<file path="config.mk">
export PLATFORM = sky130hd
export DESIGN_NAME = cla_adder
export DESIGN_NICKNAME = d
export VERILOG_FILES = /design/src/rtl/cla_pkg.sv /design/src/rtl/cla_bit_terms.sv /design/src/rtl/cla_carry_net.sv /design/src/rtl/cla_sum_stage.sv /design/src/rtl/cla_adder.sv
export SDC_FILE = /design/constraint.sdc
export NUM_CORES = 1
export LEC_CHECK = 0
export BUFFER_PORTS_ARGS = -buffer_cell sky130_fd_sc_hd__buf_2
export CAP_MARGIN = 0
export CELL_PAD_IN_SITES_DETAIL_PLACEMENT = 0
export CELL_PAD_IN_SITES_GLOBAL_PLACEMENT = 1
export CORE_MARGIN = 1
export CORE_UTILIZATION = 23
export DETAILED_ROUTE_END_ITERATION = 12
export PLACE_DENSITY = 0.67
export RECOVER_POWER = 25
export SYNTH_ARGS = -nofsm -noshare
export SYNTH_HDL_FRONTEND = slang
export SYNTH_SLANG_ARGS = --single-unit
export TNS_END_PERCENT = 30
</file>
<file path="constraint.sdc">
create_clock -name vclk -period 1.8
set_input_delay 0.27 -clock vclk [all_inputs]
set_output_delay 0.27 -clock vclk [all_outputs]
set_load 0.02 [all_outputs]
</file>
<file path="src/rtl/cla_pkg.sv">
package cla_pkg;

  localparam int unsigned CLA_DEFAULT_WIDTH = 4;

  // Single-step carry recurrence, used only as an independent cross-check.
  function automatic logic carry_step(input logic gen, input logic gen_or_prop, input logic c_in);
    return gen | (gen_or_prop & c_in);
  endfunction

  // Full-adder sum, used as an independent cross-check.
  function automatic logic sum_bit(input logic a, input logic b, input logic c_in);
    return a ^ b ^ c_in;
  endfunction

endpackage

</file>
<file path="src/rtl/cla_bit_terms.sv">
module cla_bit_terms #(
  parameter int unsigned WIDTH = cla_pkg::CLA_DEFAULT_WIDTH
) (
  input  logic [WIDTH-1:0] p_i,
  input  logic [WIDTH-1:0] q_i,
  output logic [WIDTH-1:0] gen_o,
  output logic [WIDTH-1:0] gop_o,
  output logic [WIDTH-1:0] half_o
);

  for (genvar b = 0; b < WIDTH; b++) begin : g_bit
    assign gen_o[b]  = p_i[b] & q_i[b];
    assign gop_o[b]  = p_i[b] | q_i[b];
    assign half_o[b] = p_i[b] ^ q_i[b];
  end

  always_comb begin
    for (int b = 0; b < WIDTH; b++) begin
      // generate implies generate-or-propagate
      p_gen_in_gop_r1: assert (!gen_o[b] || gop_o[b])
        else $error("gen without gop at bit %0d", b);
      // a set half-sum excludes generate
      p_half_excl_gen_r3: assert (!(half_o[b] && gen_o[b]))
        else $error("half and gen both set at bit %0d", b);
    end
  end

endmodule

</file>
<file path="src/rtl/cla_carry_net.sv">
module cla_carry_net #(
  parameter int unsigned WIDTH = cla_pkg::CLA_DEFAULT_WIDTH
) (
  input  logic [WIDTH-1:0] gen_i,
  input  logic [WIDTH-1:0] gop_i,
  input  logic             cin_i,
  output logic [WIDTH-1:0] carry_o
);

  // Flat sum of products per position: n+2 terms for position n.
  for (genvar n = 0; n < WIDTH; n++) begin : g_pos
    logic [n+1:0] terms;

    always_comb begin
      terms[0] = gen_i[n];
      for (int k = 0; k < n; k++) begin
        terms[k+1] = gen_i[k];
        for (int j = k + 1; j <= n; j++) begin
          terms[k+1] = terms[k+1] & gop_i[j];
        end
      end
      terms[n+1] = cin_i;
      for (int j = 0; j <= n; j++) begin
        terms[n+1] = terms[n+1] & gop_i[j];
      end
    end

    assign carry_o[n] = |terms;
  end

  always_comb begin
    // flat expansion must agree with the one-step recurrence
    p_lsb_step_r3: assert (carry_o[0] == cla_pkg::carry_step(gen_i[0], gop_i[0], cin_i))
      else $error("carry 0 mismatch");
    for (int n = 1; n < WIDTH; n++) begin
      p_step_r3: assert (carry_o[n] == cla_pkg::carry_step(gen_i[n], gop_i[n], carry_o[n-1]))
        else $error("carry %0d mismatch", n);
      // no operand bit set kills the carry
      p_kill_r2: assert (gop_i[n] || !carry_o[n])
        else $error("carry %0d set with both bits clear", n);
    end
  end

endmodule

</file>
<file path="src/rtl/cla_sum_stage.sv">
module cla_sum_stage #(
  parameter int unsigned WIDTH = cla_pkg::CLA_DEFAULT_WIDTH
) (
  input  logic [WIDTH-1:0] half_i,
  input  logic [WIDTH-1:0] carry_i,
  input  logic             cin_i,
  input  logic             p_top_i,
  input  logic             q_top_i,
  output logic [WIDTH-1:0] sum_o,
  output logic [WIDTH:0]   ext_sum_o
);

  logic [WIDTH-1:0] c_enter;

  assign c_enter = {carry_i[WIDTH-2:0], cin_i};
  assign sum_o   = half_i ^ c_enter;

  // Sign bit of the widened result uses the carry leaving the top position.
  assign ext_sum_o = {p_top_i ^ q_top_i ^ carry_i[WIDTH-1], sum_o};

  always_comb begin
    for (int n = 0; n < WIDTH; n++) begin
      p_sum_bit_r4: assert (sum_o[n] == (half_i[n] ^ ((n == 0) ? cin_i : carry_i[n-1])))
        else $error("sum bit %0d mismatch", n);
    end
    p_ext_low_r7: assert (ext_sum_o[WIDTH-1:0] == sum_o)
      else $error("extended low bits differ from sum");
  end

endmodule

</file>
<file path="src/rtl/cla_adder.sv">
module cla_adder #(
  parameter int unsigned WIDTH = cla_pkg::CLA_DEFAULT_WIDTH
) (
  input  logic [WIDTH-1:0] p_i,
  input  logic [WIDTH-1:0] q_i,
  input  logic             cin_i,
  output logic [WIDTH-1:0] sum_o,
  output logic [WIDTH-1:0] carry_o,
  output logic [WIDTH:0]   ext_sum_o
);

  localparam int unsigned XW = WIDTH + 1;

  logic [WIDTH-1:0] gen;
  logic [WIDTH-1:0] gop;
  logic [WIDTH-1:0] half;

  cla_bit_terms #(.WIDTH(WIDTH)) u_terms (
    .p_i   (p_i),
    .q_i   (q_i),
    .gen_o (gen),
    .gop_o (gop),
    .half_o(half)
  );

  cla_carry_net #(.WIDTH(WIDTH)) u_carry (
    .gen_i  (gen),
    .gop_i  (gop),
    .cin_i  (cin_i),
    .carry_o(carry_o)
  );

  cla_sum_stage #(.WIDTH(WIDTH)) u_sum (
    .half_i   (half),
    .carry_i  (carry_o),
    .cin_i    (cin_i),
    .p_top_i  (p_i[WIDTH-1]),
    .q_top_i  (q_i[WIDTH-1]),
    .sum_o    (sum_o),
    .ext_sum_o(ext_sum_o)
  );

  logic [XW-1:0] ref_uns;
  logic [XW-1:0] ref_sgn;

  assign ref_uns = {1'b0, p_i} + {1'b0, q_i} + {{WIDTH{1'b0}}, cin_i};
  assign ref_sgn = {p_i[WIDTH-1], p_i} + {q_i[WIDTH-1], q_i} + {{WIDTH{1'b0}}, cin_i};

  always_comb begin
    p_uns_total_r5: assert ({carry_o[WIDTH-1], sum_o} == ref_uns)
      else $error("unsigned total mismatch");
    p_no_overflow_r6: assert (ext_sum_o == ref_sgn)
      else $error("signed widened total mismatch");
    p_sign_bit_r7: assert (ext_sum_o[WIDTH] == (p_i[WIDTH-1] ^ q_i[WIDTH-1] ^ carry_o[WIDTH-1]))
      else $error("sign bit mismatch");
    p_pass_through_r8: assert (!(&(p_i ^ q_i)) || (carry_o[WIDTH-1] == cin_i))
      else $error("all-propagate carry mismatch");
    for (int n = 0; n < WIDTH; n++) begin
      p_generate_r1: assert (!(p_i[n] && q_i[n]) || carry_o[n])
        else $error("generate missed at bit %0d", n);
    end
  end

endmodule

</file>
; Word-level counts from Yosys, hierarchy flattened
; Cells that the tools add are included.
[totals]
regBits = 0
in_bits = 9
[classes]
bitwise_logic = 24
n_reduce_logical = 4
[op_table]
columns = operator, count
row1 = bitwise AND 1 bit, 14
row2 = OR reduction 5 bit, 1
row3 = bitwise XOR 1 bit, 5
row4 = OR 1 bit, 4
row5 = OR reduction 4 bit, 1
row6 = bitwise XOR 4 bit, 1
row7 = OR reduction 3 bit, 1
row8 = OR reduction 2 bit, 1

; Longest topological paths before layout
[depth]
depth_word = 7
depth_mapped = 7
ltp_nobuf = 6

; By module
; A second synthesis with hierarchy kept.
[hier_totals]
hier_cells = 34
hier_area_um2 = 272.8
[by_module_without_submodules]
columns = mod, n_inst, cells_per_inst, area_each_um2, seq_area_each_um2
row1 = cla_bit_terms, 1, 20, 145.1, 0.0
row2 = cla_sum_stage, 1, 9, 88.8, 0.0
row3 = cla_carry_net, 1, 5, 38.8, 0.0

; Least setup slack after synthesis
; Ideal clock, no wire load.
[synth_path]
path_kind = input port to output port
startpoint = in p_i[0]
endpoint = out sum_o[3]
arrival_ps = 1671
t_required_ps = 1530
path_slack_ps = -141
stages = 7
n_path_buf = 1
path_cell_list = inv_1 > ha_1 > nand2b_1 > a221oi_2 > nor2_1 > xnor2_1 > buf_4
[synth_between]
elab_chain_len = 6
[synth_rtl]
columns = item, line
row1 = "start, declared", cla_adder.sv:4  ; input logic [WIDTH-1:0] p_i,
row2 = OR 1 bit, cla_bit_terms.sv:13  ; assign gop_o[b] = p_i[b] | q_i[b];
row3 = bitwise AND 1 bit (3 in series), cla_carry_net.sv:24  ; terms[n+1] = terms[n+1] & gop_i[j];
row4 = OR reduction 4 bit (*), cla_carry_net.sv:28  ; assign carry_o[n] = |terms;
row5 = bitwise XOR 4 bit (*), cla_sum_stage.sv:16  ; assign sum_o = half_i ^ c_enter;
row6 = "end, declared", cla_adder.sv:7  ; output logic [WIDTH-1:0] sum_o,
; Mark *: on every way between the ends. The rest lies on a longest branch, timed or not.

; Worst setup path after layout
[layout_path]
startpoint = in q_i[0]
endpoint = out ext_sum_o[4]
[layout_between]
elab_chain_len = 7
[layout_rtl]
columns = item, line
row1 = "start, declared", cla_adder.sv:5  ; input logic [WIDTH-1:0] q_i,
row2 = OR 1 bit, cla_bit_terms.sv:13
row3 = bitwise AND 1 bit (4 in series), cla_carry_net.sv:24
row4 = OR reduction 5 bit (*), cla_carry_net.sv:28
row5 = bitwise XOR 1 bit (*), cla_sum_stage.sv:19  ; assign ext_sum_o = {p_top_i ^ q_top_i ^ carry_i[WIDTH-1], sum_o};
row6 = "end, declared", cla_adder.sv:9  ; output logic [WIDTH:0] ext_sum_o
; Marked as above.

==> key figures <==
Layout
  – Share of cells above drive strength 1: 58.0%
  – Clkbuf count: 0
  – Antenna cells: 0
  – Nets: 89
  – Seq cells: 0
  – P&R area growth vs syn: 94.2%
  – Multi-input gate area: 332 um2
  – Sequential Area: 0 um2
  – Final Util: 48.0%
  – Fillcell total: 136
  – Most frequent cells in the layout: inv_1 (13), buf_2 (13), buf_4 (7), ha_1 (4)
  – Post-route non-filler standard cell count: 84

Timing
  – Max-slew violations: 0
  – Worst-Margin Slew: 253 ps
  – RSZ-0062 raised after global routing: yes
  – Final setup fails: 0
  – Final hold vios: 0
  – Slew headroom: 83.1%
  – FMAX: 0.570 GHz
  – Final setup margin: 46.4 ps
  – Period minus WS final: 1750 ps
  – Final clock period utilization by the worst path: 97.4%
  – TNS Setup: 0 ps

Synth
  – Post-Synth Adder-Cell Area: 37.4%
  – Largest family of logic cells by synthesized area: adder cells
  – Post-Synth XOR/XNOR Area: 8.17%
  – Compound-Gate Fraction of Synth Area: 12.5%
  – Synthesized area: 322 um2
  – Yosys cell types: 16
  – Seq/Total Area, Yosys: 0%
  – Ys Warns: 0
  – Syn_area_per_cell: 7.15 um2
  – Post-synthesis mux area share: 0%
  – Gate Count Post-Synth: 45
  – Syn Nets: 63
  – Simple-gate share of the synthesized area: 14.0%

Worst hold path
  – Worst hold path type: in2out

Global route
  – GRT Residual Overflow: 0
  – First-pass GRT wire length: 1210 um
  – Number of global-route vias before repair: 305
  – Initial antenna violation count: 0
  – Gr usage total: 10.7%
  – Pin count of the biggest net entering global routing: 6

Floorplan
  – Die width: 39.4 um
  – Die ar.: 1550 um2
  – Starting Density: 24.7%
  – Die Span Y: 39.4 um
  – Row cnt: 13
  – Core Footprint: 1300 um2
  – # IOs: 22

Routing
  – Drt pass-1 iters: 2
  – Antenna viol nets, final: 0
  – WL/cell: 8.21 um
  – Vias per cell: 4.11
  – 1st-iter DRT viols: 2
  – DRC: 0
  – Vias: 345
  – DRT Wirelength: 690 um

Power
  – Leakage power: 0.322 nW
  – PD cells: 416 nW/um2
  – Max IR drop VDD: 0.192 mV
  – Tot Pwr: 0.000260 W

Placement
  – GP Congestion: 0.604
  – I/O Buffers: 22
  – Placed Instances: 81
  – Hpwl dp: 505 um
  – Pre-CTS WS: -50.5 ps

Clocking
  – Hold Buf Count CTS: 0

Worst setup path
  – Worst setup SP type: primary input
  – CP Data Required Time: 1530 ps
  – Slowest CP cell: or4b_4
  – Worst path cell trace: buf_8, inv_6, ha_4, nand2b_4, a221oi_4, or4b_4, o2111ai_4, buf_6
  – Largest delay share family, worst path: simple AND/OR/NAND/NOR gates
  – CP Capture Type: output port
  – CP Max Fanout: 2
  – CP peak stage delay: 500 ps
  – Worst path bufs/invs: 3
  – Crit path DAT: 1480 ps
  – WS Path Type: in2out

Run
  – Total of max-cap violations: 0

Status
  – Run status: complete, no violations
-- cell usage after synthesis, drive strengths merged --
cell | instances | area [um2]
a221oi | 1 | 15.0
buf | 4 | 30.0
inv | 16 | 60.1
o21ai | 1 | 5.00
o2111ai | 1 | 8.76
or4b | 1 | 10.0
xnor2 | 3 | 26.3
nor2 | 4 | 17.5
a31oi | 1 | 6.26
nor3b | 1 | 7.51
nand2 | 1 | 3.75
nand2b | 1 | 6.26
fa | 1 | 20.0
a21oi | 1 | 5.00
ha | 8 | 100
-- kinds of logic after synthesis --
| logic type | count (synthesis) |
|---|---|
| XOR/XNOR | 3 |
| adder cells (fa/ha/maj) | 9 |
| buffers and inverters | 20 |
| AO/OA/AOI/OAI | 5 |
| AND/OR/NAND/NOR | 8 |
-- power by group --
| group | switching [W] | internal, W | leakage, nW |
|---|---|---|---|
| clock | 0 | 0 | 0 |
| combinational | 0.000141 | 0.000119 | 0.322 |
| sequential | 0 | 0 | 0 |
-- per-layer routing --
metal	routed length, um	track usage, %	up-vias	share of wire, %
met1	303	14.4	155	44
li1	-	-	182	-
met4	0	0	0	0
met2	369	20.0	8	53
met5	0	0	-	0
met3	17	0	0	2.5
-- area by class of cell --
class	instances	area share, %
multi-input combinational	25	53.1
timing repair buffer	28	32.7
inverter	16	11.2
tap	15	3.01
-- final timing paths --
kind	depth (start not counted)	from	slack, ps	to
setup / recovery	8	q_i[0]	50	ext_sum_o[4]
hold / removal	5	q_i[2]	1040	ext_sum_o[2]
-- what timing repair did --
action,4_1_cts,5_1_grt
endpoints found under the setup margin,1,4
resized for setup,20,19
cloned,0,0
pin swaps,5,5
setup buffers,3,0
-- metrics by stage --
step	cell area [um2]	hold slack, ps
floorplan	329	826
global placement	450	1030
detailed placement	450	1050
CTS	558	1050
global route	624	1090
finish	624	1040
(Power assumes the default switching activity.)
